[config.mk]
export PLATFORM = sky130hd
export DESIGN_NAME = vel_serial_dac
export DESIGN_NICKNAME = d
export VERILOG_FILES = /design/src/rtl/sdac_pkg.sv /design/src/rtl/sdac_atten_lut.sv /design/src/rtl/sdac_bit_timer.sv /design/src/rtl/sdac_shifter.sv /design/src/rtl/vel_serial_dac.sv
export SDC_FILE = /design/constraint.sdc
export NUM_CORES = 1
export LEC_CHECK = 0
export ABC_CLOCK_PERIOD_IN_PS = 3100
export BUFFER_PORTS_ARGS = -buffer_cell sky130_fd_sc_hd__buf_2
export CAP_MARGIN = 40
export CORE_MARGIN = 2
export CORE_UTILIZATION = 30
export DETAILED_ROUTE_END_ITERATION = 7
export SLEW_MARGIN = 10
export SYNTH_ARGS = -nofsm -noshare
export SYNTH_HDL_FRONTEND = slang
export SYNTH_SLANG_ARGS = --single-unit
[constraint.sdc]
create_clock -name clk -period 3.1 [get_ports clk]
set_clock_uncertainty 0.05 [all_clocks]
set_input_delay 0.62 -clock clk [delete_from_list [all_inputs] [get_ports clk]]
set_output_delay 0.62 -clock clk [all_outputs]
set_load 0.03 [all_outputs]
[src/rtl/sdac_pkg.sv]
package sdac_pkg;
  // Attenuation for one velocity index: full scale index maps to zero shift,
  // and adjacent index pairs share one entry.
  function automatic int unsigned atten_for_index(input int unsigned idx,
                                                  input int unsigned idx_w,
                                                  input int unsigned sh_w);
    int unsigned max_sh;
    max_sh = (1 << sh_w) - 1;
    return max_sh - (idx >> (idx_w - sh_w));
  endfunction
endpackage

[src/rtl/sdac_atten_lut.sv]
module sdac_atten_lut
  import sdac_pkg::*;
#(
  parameter int VEL_W = 7,
  parameter int IDX_W = 4,
  parameter int SH_W  = 3
) (
  input  logic [VEL_W-1:0] velocity,
  output logic [SH_W-1:0]  shift_amt
);
  localparam int ENTRIES = 1 << IDX_W;

  logic [SH_W-1:0]  table_q [ENTRIES];
  logic [IDX_W-1:0] index;

  assign index = velocity[VEL_W-1 -: IDX_W];

  for (genvar i = 0; i < ENTRIES; i++) begin : g_entry
    assign table_q[i] = SH_W'(atten_for_index(i, IDX_W, SH_W));
  end

  assign shift_amt = table_q[index];

  // loudest velocity band never attenuates
  always_comb begin
    if (index == {IDX_W{1'b1}})
      a_r5_full_scale: assert (shift_amt == '0);
  end
endmodule

[src/rtl/sdac_bit_timer.sv]
module sdac_bit_timer #(
  parameter int BITS = 16
) (
  input  logic clk,
  input  logic rst_n,
  input  logic start,
  output logic busy,
  output logic sck_hi,
  output logic bit_done,
  output logic last_done
);
  localparam int CNT_W = $clog2(BITS);
  localparam logic [CNT_W-1:0] LAST = CNT_W'(BITS - 1);

  logic             phase;
  logic [CNT_W-1:0] bit_cnt;

  always_ff @(posedge clk or negedge rst_n) begin
    if (!rst_n) begin
      busy    <= 1'b0;
      phase   <= 1'b0;
      bit_cnt <= '0;
    end else if (start) begin
      busy    <= 1'b1;
      phase   <= 1'b0;
      bit_cnt <= '0;
    end else if (busy) begin
      phase <= ~phase;
      if (phase) begin
        if (bit_cnt == LAST) busy <= 1'b0;
        else                 bit_cnt <= bit_cnt + 1'b1;
      end
    end
  end

  assign sck_hi    = busy & phase;
  assign bit_done  = busy & phase;
  assign last_done = bit_done & (bit_cnt == LAST);

  // a transfer ends only after its final bit
  a_r2_end_after_last: assert property (@(posedge clk) disable iff (!rst_n)
    $fell(busy) |-> $past(bit_cnt) == LAST);
  // a started transfer begins with the clock low
  a_r3_start_low: assert property (@(posedge clk) disable iff (!rst_n)
    start |=> busy && !sck_hi);
endmodule

[src/rtl/sdac_shifter.sv]
module sdac_shifter #(
  parameter int SAMPLE_W = 16,
  parameter int SH_W     = 3
) (
  input  logic                clk,
  input  logic                rst_n,
  input  logic                load,
  input  logic [SAMPLE_W-1:0] sample,
  input  logic [SH_W-1:0]     shift_amt,
  input  logic                bit_done,
  output logic                msb
);
  logic [SAMPLE_W-1:0] shreg;
  logic [SH_W-1:0]     hold;

  always_ff @(posedge clk or negedge rst_n) begin
    if (!rst_n) begin
      shreg <= '0;
      hold  <= '0;
    end else if (load) begin
      shreg <= sample;
      hold  <= shift_amt;
    end else if (bit_done) begin
      if (hold != '0) hold  <= hold - 1'b1;
      else            shreg <= {shreg[SAMPLE_W-2:0], 1'b0};
    end
  end

  assign msb = shreg[SAMPLE_W-1];

  // while sign fill is pending the register is frozen
  a_r4_hold_freezes: assert property (@(posedge clk) disable iff (!rst_n)
    (!load && bit_done && hold != '0) |=> $stable(shreg));
endmodule

[src/rtl/vel_serial_dac.sv]
module vel_serial_dac #(
  parameter int SAMPLE_W = 16,
  parameter int VEL_W    = 7,
  parameter int IDX_W    = 4,
  parameter int SH_W     = 3
) (
  input  logic                clk,
  input  logic                rst_n,
  input  logic                s_valid,
  output logic                s_ready,
  input  logic [SAMPLE_W-1:0] s_sample,
  input  logic [VEL_W-1:0]    s_velocity,
  output logic                dac_sck,
  output logic                dac_sdata,
  output logic                dac_load_n
);
  logic           busy;
  logic           accept;
  logic           bit_done;
  logic           last_done;
  logic           msb;
  logic [SH_W-1:0] shift_amt;

  assign s_ready = ~busy;
  assign accept  = s_valid & s_ready;

  sdac_atten_lut #(.VEL_W(VEL_W), .IDX_W(IDX_W), .SH_W(SH_W)) u_lut (
    .velocity  (s_velocity),
    .shift_amt (shift_amt)
  );

  sdac_bit_timer #(.BITS(SAMPLE_W)) u_timer (
    .clk       (clk),
    .rst_n     (rst_n),
    .start     (accept),
    .busy      (busy),
    .sck_hi    (dac_sck),
    .bit_done  (bit_done),
    .last_done (last_done)
  );

  sdac_shifter #(.SAMPLE_W(SAMPLE_W), .SH_W(SH_W)) u_shift (
    .clk       (clk),
    .rst_n     (rst_n),
    .load      (accept),
    .sample    (s_sample),
    .shift_amt (shift_amt),
    .bit_done  (bit_done),
    .msb       (msb)
  );

  always_ff @(posedge clk or negedge rst_n) begin
    if (!rst_n)         dac_load_n <= 1'b1;
    else if (accept)    dac_load_n <= 1'b1;
    else if (last_done) dac_load_n <= 1'b0;
  end

  assign dac_sdata = busy & msb;

  // data only moves while the bit clock is low
  a_r6_data_stable_high: assert property (@(posedge clk) disable iff (!rst_n)
    !$stable(dac_sdata) |-> !dac_sck);
  // latch strobe only asserted while idle
  a_r7_load_when_idle: assert property (@(posedge clk) disable iff (!rst_n)
    !dac_load_n |-> s_ready);
  // acceptance releases the latch strobe
  a_r7_load_released: assert property (@(posedge clk) disable iff (!rst_n)
    accept |=> dac_load_n);
  // once taken, no further word is offered acceptance
  a_r2_busy_after_accept: assert property (@(posedge clk) disable iff (!rst_n)
    accept |=> !s_ready);
endmodule

==> out/results.ini, run 1 <==
[placed_design]
number_of_port_buffers=25
finalWeightedCongestion=0.780
dp_worst_setup_slack_ps=775
placed_area_um2=1520
place.detailed.hpwl_um=2020
placed_cells=181

[setup_path]
timing.critical_path.arrival_ps=1460
crit-reg2reg-launch=u_timer.busy
crit_required_ps=2430
nature_of_the_critical_path_endpoint=primary output
reg2regPathDepth=5
rrSetupSlack_ps=990
cp-startpoint=u_timer.busy
reg_to_reg_end=u_shift.shreg[11]
critPathLaunchType=flip-flop
setup.worst_path.end=dac_sck
worst-setup-path-type=reg2out
critical_path_peak_fanout=11

[sta]
final_ws_setup_ps=968
tns_ps=0
rsz_0062_raised_after_global_routing=no
hold_viol_final=0
period_share_pct=68.8
fmaxAchievable_ghz=0.469
worst-slew-pin-transition_ps=596
setup_viol=0
finalMaxSlewViolations=0
slew_headroom_pct=60.3
final.min_clock_period_ps=2130
timing.hold.ws_ps=293

[finish]
most-common-layout-cells=sky130_fd_sc_hd__buf_2 (25), sky130_fd_sc_hd__dfrtp_1 (25), sky130_fd_sc_hd__mux2_2 (21)
post_route_cells_drive_above_1_share_pct=48.1
non_filler_cell_area_final_um2=1570
syn2layout_area_growth_pct=13.2
antenna_cells_inserted=0
finish.utilization_pct=35.7
instances_no_fill=185
design.final.nets=163

[clocking]
numCtsBuffers=3
clkSlewWorstSetupHoldPaths_ps=90
ctsHtreeMaxLevel=1
clock_latency_ps=270
numClockSinks=26
tritoncts=built
clock_tree.buffer_depth=2
count_of_cells_resized_by_post_cts_repair=0
cts.hold.buffers_added=0
post-cts-setup-buffers=0
cts_root_buf=sky130_fd_sc_hd__clkbuf_8

[logic_synthesis]
average_cell_area_after_synthesis_um2=12.8
synth_cell_type_count=30
synth.ff_latch_count=26
synth_edf_count=0
syn_nets=138
main_flop_type_after_synthesis=sky130_fd_sc_hd__dfrtp_1
seq_area_frac_synth_pct=46.9
synthArstFlopShare_pct=100
synthesis.yosys.warnings=0
mappedNetlistArea_um2=1390
synth_cells=109

[detailed_routing]
drtPass1Iterations=4
routed-via-count=929
vias_per_cell=5.02
drt_drc_violations_left=0
drtAntennaViolNets=0
first_iter_violations=78
postRouteWirelength_um=2770
post_drt_wl_per_cell_um=15.0

[flow_run]
total_of_max_cap_violations=0

[power_and_ir_drop]
vdd_drop_max_v=0.000381
totalPowerFinal_mw=1.54
powerDensity_nw_per_um2=978
cellLeakagePower_nw=0.760

[global_routing]
grt_max_degree=27
global_route.usage.total_pct=11.6
grt_antenna_before_repair=0
via_count_of_the_first_global_routing_pass=1021
grt_first_pass_wirelength_um=4740
gr-total-overflow=0

[floorplan]
fp.coreArea_um2=4410
die_area_um2=5190
floorplan.initialDensity_pct=31.5
die-height_um=72.1
top_level_ports=30
placementRows=24
die_width_um=72.1

[outcome]
result_of_the_run=completed

[min_path]
class_of_the_tightest_hold_or_removal_check=in2async

## cells by family (layout without fill, tap and decap cells)
logic type / count (synthesis) / in the layout / synth area share [%]
fa+ha+maj: 3 / 3 / 2.70
compound gates: 17 / 17 / 8.10
buf+inv: 12 / 36 / 6.57
flops: 26 / 26 / 46.9
mux: 30 / 30 / 26.7
simple gates: 21 / 21 / 9.00
## critical path, stage by stage (launching register included)
cell                      delay, ps
sky130_fd_sc_hd__dfrtp_1        460
sky130_fd_sc_hd__nand2_1        270
sky130_fd_sc_hd__inv_1          230
sky130_fd_sc_hd__buf_2          230
## worst min path at each step
stage / startpoint / to / slack, ps
finish: rst_n / u_timer.bit_cnt[3] / 290
global route: rst_n / u_shift.shreg[11] / 330
CTS: rst_n / u_timer.bit_cnt[2] / 310
detailed placement: dac_load_n / dac_load_n / 420
global placement: dac_load_n / dac_load_n / 410
floorplan: rst_n / u_shift.hold[0] / 270
## synthesized netlist by cell type (2+ instances only)
master	number	area share, %
sky130_fd_sc_hd__nor3_1	2	0.72
sky130_fd_sc_hd__inv_1	6	1.6
sky130_fd_sc_hd__o211ai_1	5	2.7
sky130_fd_sc_hd__o21ai_0	5	1.8
sky130_fd_sc_hd__buf_6	4	3.2
sky130_fd_sc_hd__nand2_1	4	1.1
sky130_fd_sc_hd__nand3_1	4	1.4
sky130_fd_sc_hd__ha_1	3	2.7
sky130_fd_sc_hd__mux2_4	9	9.7
sky130_fd_sc_hd__a21oi_1	2	0.72
sky130_fd_sc_hd__mux2_2	21	17
sky130_fd_sc_hd__or3_1	2	0.90
sky130_fd_sc_hd__dfrtp_1	25	45
## per-layer routing
metal | track usage [%] | vias to the layer above | share of wire [%]
met5 | 0 | - | 0
met4 | 1.47 | 0 | 0.29
met3 | 4.03 | 2 | 5.6
met2 | 20.6 | 25 | 49
met1 | 13.9 | 466 | 45
li1 | - | 436 | -
## layout make-up
type | instances | area [um^2]
Fill cell | 439 | 2840
Timing Repair Buffer | 26 | 133
Multi-Input combinational cell | 71 | 647
Clock buffer | 4 | 55.1
Inverter | 6 | 22.5
Sequential cell | 26 | 652
Tap cell | 52 | 65.1
## power breakdown
group | total (mW) | internal [mW] | leakage [nW] | switching (mW)
combinational | 0.721 | 0.385 | 0.407 | 0.336
sequential | 0.596 | 0.495 | 0.324 | 0.101
clock | 0.222 | 0.114 | 0.0288 | 0.108
## state kept, by name (all words and copies together), names as in the netlist
name,flops
u_timer.phase,1
u_timer.busy,1
dac_load_n,1
u_shift.hold,3
u_timer.bit_cnt,4
u_shift.shreg,16
(Power assumes the default switching activity.)
==> inputs of run 2 (changes only) <==
- ABC_AREA: unset -> 1
- ABC_CLOCK_PERIOD_IN_PS: 3100 -> 1880
- clock period: 3.1 -> 1.88 ns (I/O delays scaled with it)
==> out/results.ini, run 2 <==
[floorplan]
floorplan.initialDensity_pct=31.5
fp.coreArea_um2=4380
die-height_um=71.9
top_level_ports=30
die_width_um=71.9
placementRows=24
die_area_um2=5170

[detailed_routing]
routed-via-count=1186
drt_drc_violations_left=0
postRouteWirelength_um=2700
vias_per_cell=4.53
post_drt_wl_per_cell_um=10.3
drtPass1Iterations=4
drtAntennaViolNets=0
first_iter_violations=46

[placed_design]
place.detailed.hpwl_um=1850
number_of_port_buffers=25
finalWeightedCongestion=0.783
dp_worst_setup_slack_ps=329

[sta]
period_share_pct=84.3
hold_viol_final=0
finalMaxSlewViolations=0
tns_ps=0
final_ws_setup_ps=296
worst-slew-pin-transition_ps=609
slew_headroom_pct=59.4
final.min_clock_period_ps=1580
rsz_0062_raised_after_global_routing=no
fmaxAchievable_ghz=0.631
setup_viol=0

[finish]
register_containing_the_most_flip_flops_in_the_final_layout=u_shift.shreg
antenna_cells_inserted=0
design.final.nets=240
syn2layout_area_growth_pct=14.8
largest_register_ffs=16
post_route_cells_drive_above_1_share_pct=18.6
finish.utilization_pct=36.2
layout.cells.most_common=sky130_fd_sc_hd__nand2_1
most-common-layout-cells=sky130_fd_sc_hd__nand2_1 (96), sky130_fd_sc_hd__buf_2 (25), sky130_fd_sc_hd__dfrtp_1 (25)
reg.largest.list=u_shift.shreg x16, u_timer.bit_cnt x4, u_shift.hold x3
fillCellCount=476

[logic_synthesis]
average_cell_area_after_synthesis_um2=7.39
synthesis.yosys.warnings=0
main_flop_type_after_synthesis=sky130_fd_sc_hd__dfrtp_1
mappedNetlistArea_um2=1380
syn_nets=216
seq_area_frac_synth_pct=47.1
yosysTopAreaCellShare_pct=45.2
synth_edf_count=0
synth.ff_latch_count=26
synthDominantAreaCellType=sky130_fd_sc_hd__dfrtp_1
synth.cells.most_frequent=sky130_fd_sc_hd__nand2_1 (96), sky130_fd_sc_hd__dfrtp_1 (25), sky130_fd_sc_hd__nand3_1 (19), sky130_fd_sc_hd__nor2_1 (9), sky130_fd_sc_hd__inv_1 (7)
synthMostInstantiatedCell=sky130_fd_sc_hd__nand2_1
synth_cells=187
synth.top_cells.by_area=sky130_fd_sc_hd__dfrtp_1 (45%), sky130_fd_sc_hd__nand2_1 (26%), sky130_fd_sc_hd__nand3_1 (6.9%)
synthArstFlopShare_pct=100
synth_cell_type_count=21

[power_and_ir_drop]
powerDensity_nw_per_um2=1420
cellLeakagePower_nw=0.935
totalPowerFinal_mw=2.25
vdd_drop_max_v=0.000701

[global_routing]
via_count_of_the_first_global_routing_pass=1123
grt_max_degree=29
grt_first_pass_wirelength_um=5000
gr-total-overflow=0
grt_antenna_before_repair=0
global_route.usage.total_pct=12.1

[setup_path]
setup.worst_path.end=dac_sck
nature_of_the_critical_path_endpoint=primary output
worst-setup-path-type=reg2out
path_buf_inv=2
cp-startpoint=u_timer.busy
critical_path_peak_fanout=6
critical_path_cell_count=3
cp_top_family=flip-flops
timing.critical_path.arrival_ps=1160
critPathLaunchType=flip-flop
reg2regPathDepth=8
rrSetupSlack_ps=340
crit_required_ps=1450
cp_cell_sequence=nand2_2 -> clkinv_2 -> buf_2
crit-reg2reg-launch=u_shift.hold[0]
reg_to_reg_end=u_shift.shreg[3]
crit_path_top_delay_cell=sky130_fd_sc_hd__dfrtp_1
timing.critical_path.slowest_cell_delay_ps=440

[clocking]
clock_tree.buffer_depth=2
cts.hold.buffers_added=0
numCtsBuffers=3
tritoncts=built
count_of_cells_resized_by_post_cts_repair=0
numClockSinks=26
post-cts-setup-buffers=0
clock_latency_ps=270
ctsHtreeMaxLevel=1
cts_root_buf=sky130_fd_sc_hd__clkbuf_8
clkSlewWorstSetupHoldPaths_ps=90

[flow_run]
total_of_max_cap_violations=0

[min_path]
class_of_the_tightest_hold_or_removal_check=in2async

[outcome]
result_of_the_run=completed

[run 2: how the worst min path moves through the flow]
stage | from | end | slack, ps | cells past startpoint
6_report | rst_n | u_timer.bit_cnt[2] | 50 | 1
5_1_grt | rst_n | u_shift.hold[0] | 90 | 1
4_1_cts | rst_n | u_timer.bit_cnt[2] | 70 | 1
3_5_place_dp | rst_n | u_timer.bit_cnt[2] | 370 | 1
3_3_place_gp | rst_n | u_timer.bit_cnt[2] | 370 | 1
2_1_floorplan | rst_n | u_shift.hold[0] | 30 | 0
[run 2: kinds of logic after synthesis]
kind of cell | Yosys count | synth area share, %
XOR/XNOR | 1 | 0.634
buffers and inverters | 17 | 6.33
AND/OR/NAND/NOR | 133 | 40.5
flip-flops | 26 | 47.1
adder cells (fa/ha/maj) | 3 | 2.72
AO/OA/AOI/OAI | 7 | 2.71
[run 2: layer usage]
layer  wire length (um)  vias up  track usage, %
met5                  0        -               0
met4                 12        0            2.52
met3                155        2            3.66
met2               1230       25            19.4
met1               1310      531            16.4
li1                   -      628               -
[run 2: area by class of cell]
type	count	area [um^2]	share of cell area (%)
Sequential cell	26	652	41.1
Multi-Input combinational cell	144	643	40.5
Timing Repair Buffer	26	133	8.36
Tap cell	52	65.1	4.10
Clock buffer	4	55.1	3.47
Inverter	10	38.8	2.44
[run 2: worst reg2reg max path: stages, from the launching register on]
cell	delay [ps]
sky130_fd_sc_hd__dfrtp_1	370
sky130_fd_sc_hd__inv_1	100
sky130_fd_sc_hd__ha_1	160
sky130_fd_sc_hd__inv_1	40
sky130_fd_sc_hd__nor2_1	220
sky130_fd_sc_hd__nand2_4	200
sky130_fd_sc_hd__nand2_4	210
sky130_fd_sc_hd__nand2_1	80
sky130_fd_sc_hd__nand2_1	60
[run 2: power by group]
part           leakage (nW)  switching [mW]  internal (mW)
clock network        0.0288           0.178          0.187
logic                 0.570           0.600          0.353
registers             0.337           0.143          0.789
[run 2: stage by stage]
| stage | cell area [um^2] | hold slack, ps | cells |
|---|---|---|---|
| after floorplan | 1380 | 30.4 | 187 |
| after global placement | 1530 | 374 | 258 |
| after detailed placement | 1530 | 370 | 258 |
| after CTS | 1590 | 68.2 | 262 |
| after global routing | 1590 | 93.7 | 262 |
| final | 1590 | 53.7 | 262 |
==> inputs of run 3 (changes only) <==
- ABC_CLOCK_PERIOD_IN_PS: 1880 -> 1300
- clock period: 1.88 -> 1.3 ns (I/O delays scaled with it)
==> out/results.ini, run 3 (synthesis results as in run 2) <==
[sta]
worst-slew-pin-transition_ps=347
hold_viol_final=0
slew_headroom_pct=76.9
period_share_pct=105
rsz_0062_raised_after_global_routing=yes
setup_viol=10
finalMaxSlewViolations=0
final_ws_setup_ps=-66.3
final.min_clock_period_ps=1370
fmaxAchievable_ghz=0.732

[placed_design]
dp_worst_setup_slack_ps=-17.5
place.detailed.hpwl_um=1970
finalWeightedCongestion=0.723
number_of_port_buffers=25
placed_cells=272

[global_routing]
use_met3_pct=3.80
met2_usage_pct=21.7
grt_first_pass_wirelength_um=5180
grt_max_degree=27
grt_most_used_layer=met2
grt_util_met1_pct=16.1
grt_antenna_before_repair=0
via_count_of_the_first_global_routing_pass=1133
global_route.usage.total_pct=12.7
gr-total-overflow=0

[finish]
largest_register_ffs=16
most-common-layout-cells=sky130_fd_sc_hd__nand2_1 (92), sky130_fd_sc_hd__dfrtp_1 (24), sky130_fd_sc_hd__buf_2 (21)
register_containing_the_most_flip_flops_in_the_final_layout=u_shift.shreg
instances_no_fill=283
layout.cells.most_common=sky130_fd_sc_hd__nand2_1
antenna_cells_inserted=0
design.final.nets=261
post_route_cells_drive_above_1_share_pct=38.1
reg.largest.list=u_shift.shreg x16, u_timer.bit_cnt x4, u_shift.hold x3
syn2layout_area_growth_pct=45.1

[clocking]
clkSlewWorstSetupHoldPaths_ps=90
ctsHtreeMaxLevel=1
numClockSinks=26
numCtsBuffers=3
tritoncts=built
clock_tree.buffer_depth=2
cts_root_buf=sky130_fd_sc_hd__clkbuf_8
clock_latency_ps=270

[detailed_routing]
post_drt_wl_per_cell_um=10.9
drtPass1Iterations=4
routed-via-count=1263
drt_drc_violations_left=0
postRouteWirelength_um=3090
drtAntennaViolNets=0
first_iter_violations=38
vias_per_cell=4.46

[setup_path]
timing.critical_path.arrival_ps=1060
worst-setup-path-type=reg2out
nature_of_the_critical_path_endpoint=primary output
critical_path_peak_fanout=3
critPathLaunchType=flip-flop
reg2regPathDepth=8
crit_required_ps=990

[outcome]
result_of_the_run=finished, violations left
violations=negative setup slack

[floorplan]
die_width_um=71.9
die_area_um2=5170
die-height_um=71.9
placementRows=24
top_level_ports=30
fp.coreArea_um2=4380
floorplan.initialDensity_pct=31.5

[power_and_ir_drop]
powerDensity_nw_per_um2=2120
cellLeakagePower_nw=1.08
vdd_drop_max_v=0.000929

[flow_run]
total_of_max_cap_violations=0

[min_path]
class_of_the_tightest_hold_or_removal_check=in2reg
min_path_cells=2

-- run 3: cell types whose count changed in the layout (fill, tap and decap cells not counted), sizes merged --
cell	before	now
bufinv	0	1
buf	26	45
dlygate4sd3	0	1
-- run 3: path summary, 6_finish.rpt --
| kind | endpoint | slack [ps] | startpoint |
|---|---|---|---|
| max | dac_sdata | -70 | u_timer.busy |
| min | u_shift.hold[2] | 130 | s_velocity[6] |
| max reg2reg | u_shift.shreg[11] | -20 | u_shift.hold[1] |
| min reg2reg | dac_load_n | 440 | dac_load_n |
| max in group asynchronous | dac_load_n | 450 | rst_n |
| min in group asynchronous | u_timer.bit_cnt[1] | 450 | rst_n |
-- run 3: cell type report --
class	count	area, um^2
Multi-Input combinational cell	144	782
Inverter	10	45.0
Clock buffer	3	41.3
Sequential cell	26	653
Tap cell	52	65.1
Timing Repair Buffer	47	389
Clock inverter	1	30.0
Fill cell	456	2380
-- run 3: where the power goes --
part	internal [mW]	switching, mW
Sequential	1.14	0.238
Combinational	1.07	1.13
Clock	0.412	0.270
Total	2.62	1.64
-- run 3: layer usage --
layer / part of all wire [%] / routed length, um
met1: 46 / 1420
met2: 48 / 1490
met3: 4.1 / 128
met4: 1.4 / 44
met5: 0 / 0
-- run 3: critical path, cell delays in order (launching register included) --
cell	delay, ps
sky130_fd_sc_hd__dfrtp_2	450
sky130_fd_sc_hd__buf_6	130
sky130_fd_sc_hd__nand2_4	50
sky130_fd_sc_hd__inv_2	30
sky130_fd_sc_hd__buf_6	120
-- run 3: metrics by stage --
step | instance area [um^2] | hold slack (ps) | power, mW | setup TNS, ps | util (%)
global route | 2010 | 140 | 4.62 | -1070 | 45.7
global placement | 1680 | 232 | 2.98 | 0 | 38.3
floorplan | 1390 | -85.6 | 2.51 | 0 | -
CTS | 1810 | 128 | 3.83 | -131 | 41.3
detailed placement | 1680 | 232 | 3.01 | -18.8 | 38.3
finish | 2010 | 134 | 4.26 | -184 | 45.7
-- run 3: repair_timing --
action / CTS / global route
hold buffers: 1 / 0
endpoints found under the setup margin: 6 / 27
gates cloned: 0 / 1
pin swaps: 1 / 18
buffers inserted: 2 / 3
hold endpoints to repair: 25 / 0
gates resized for setup: 12 / 32
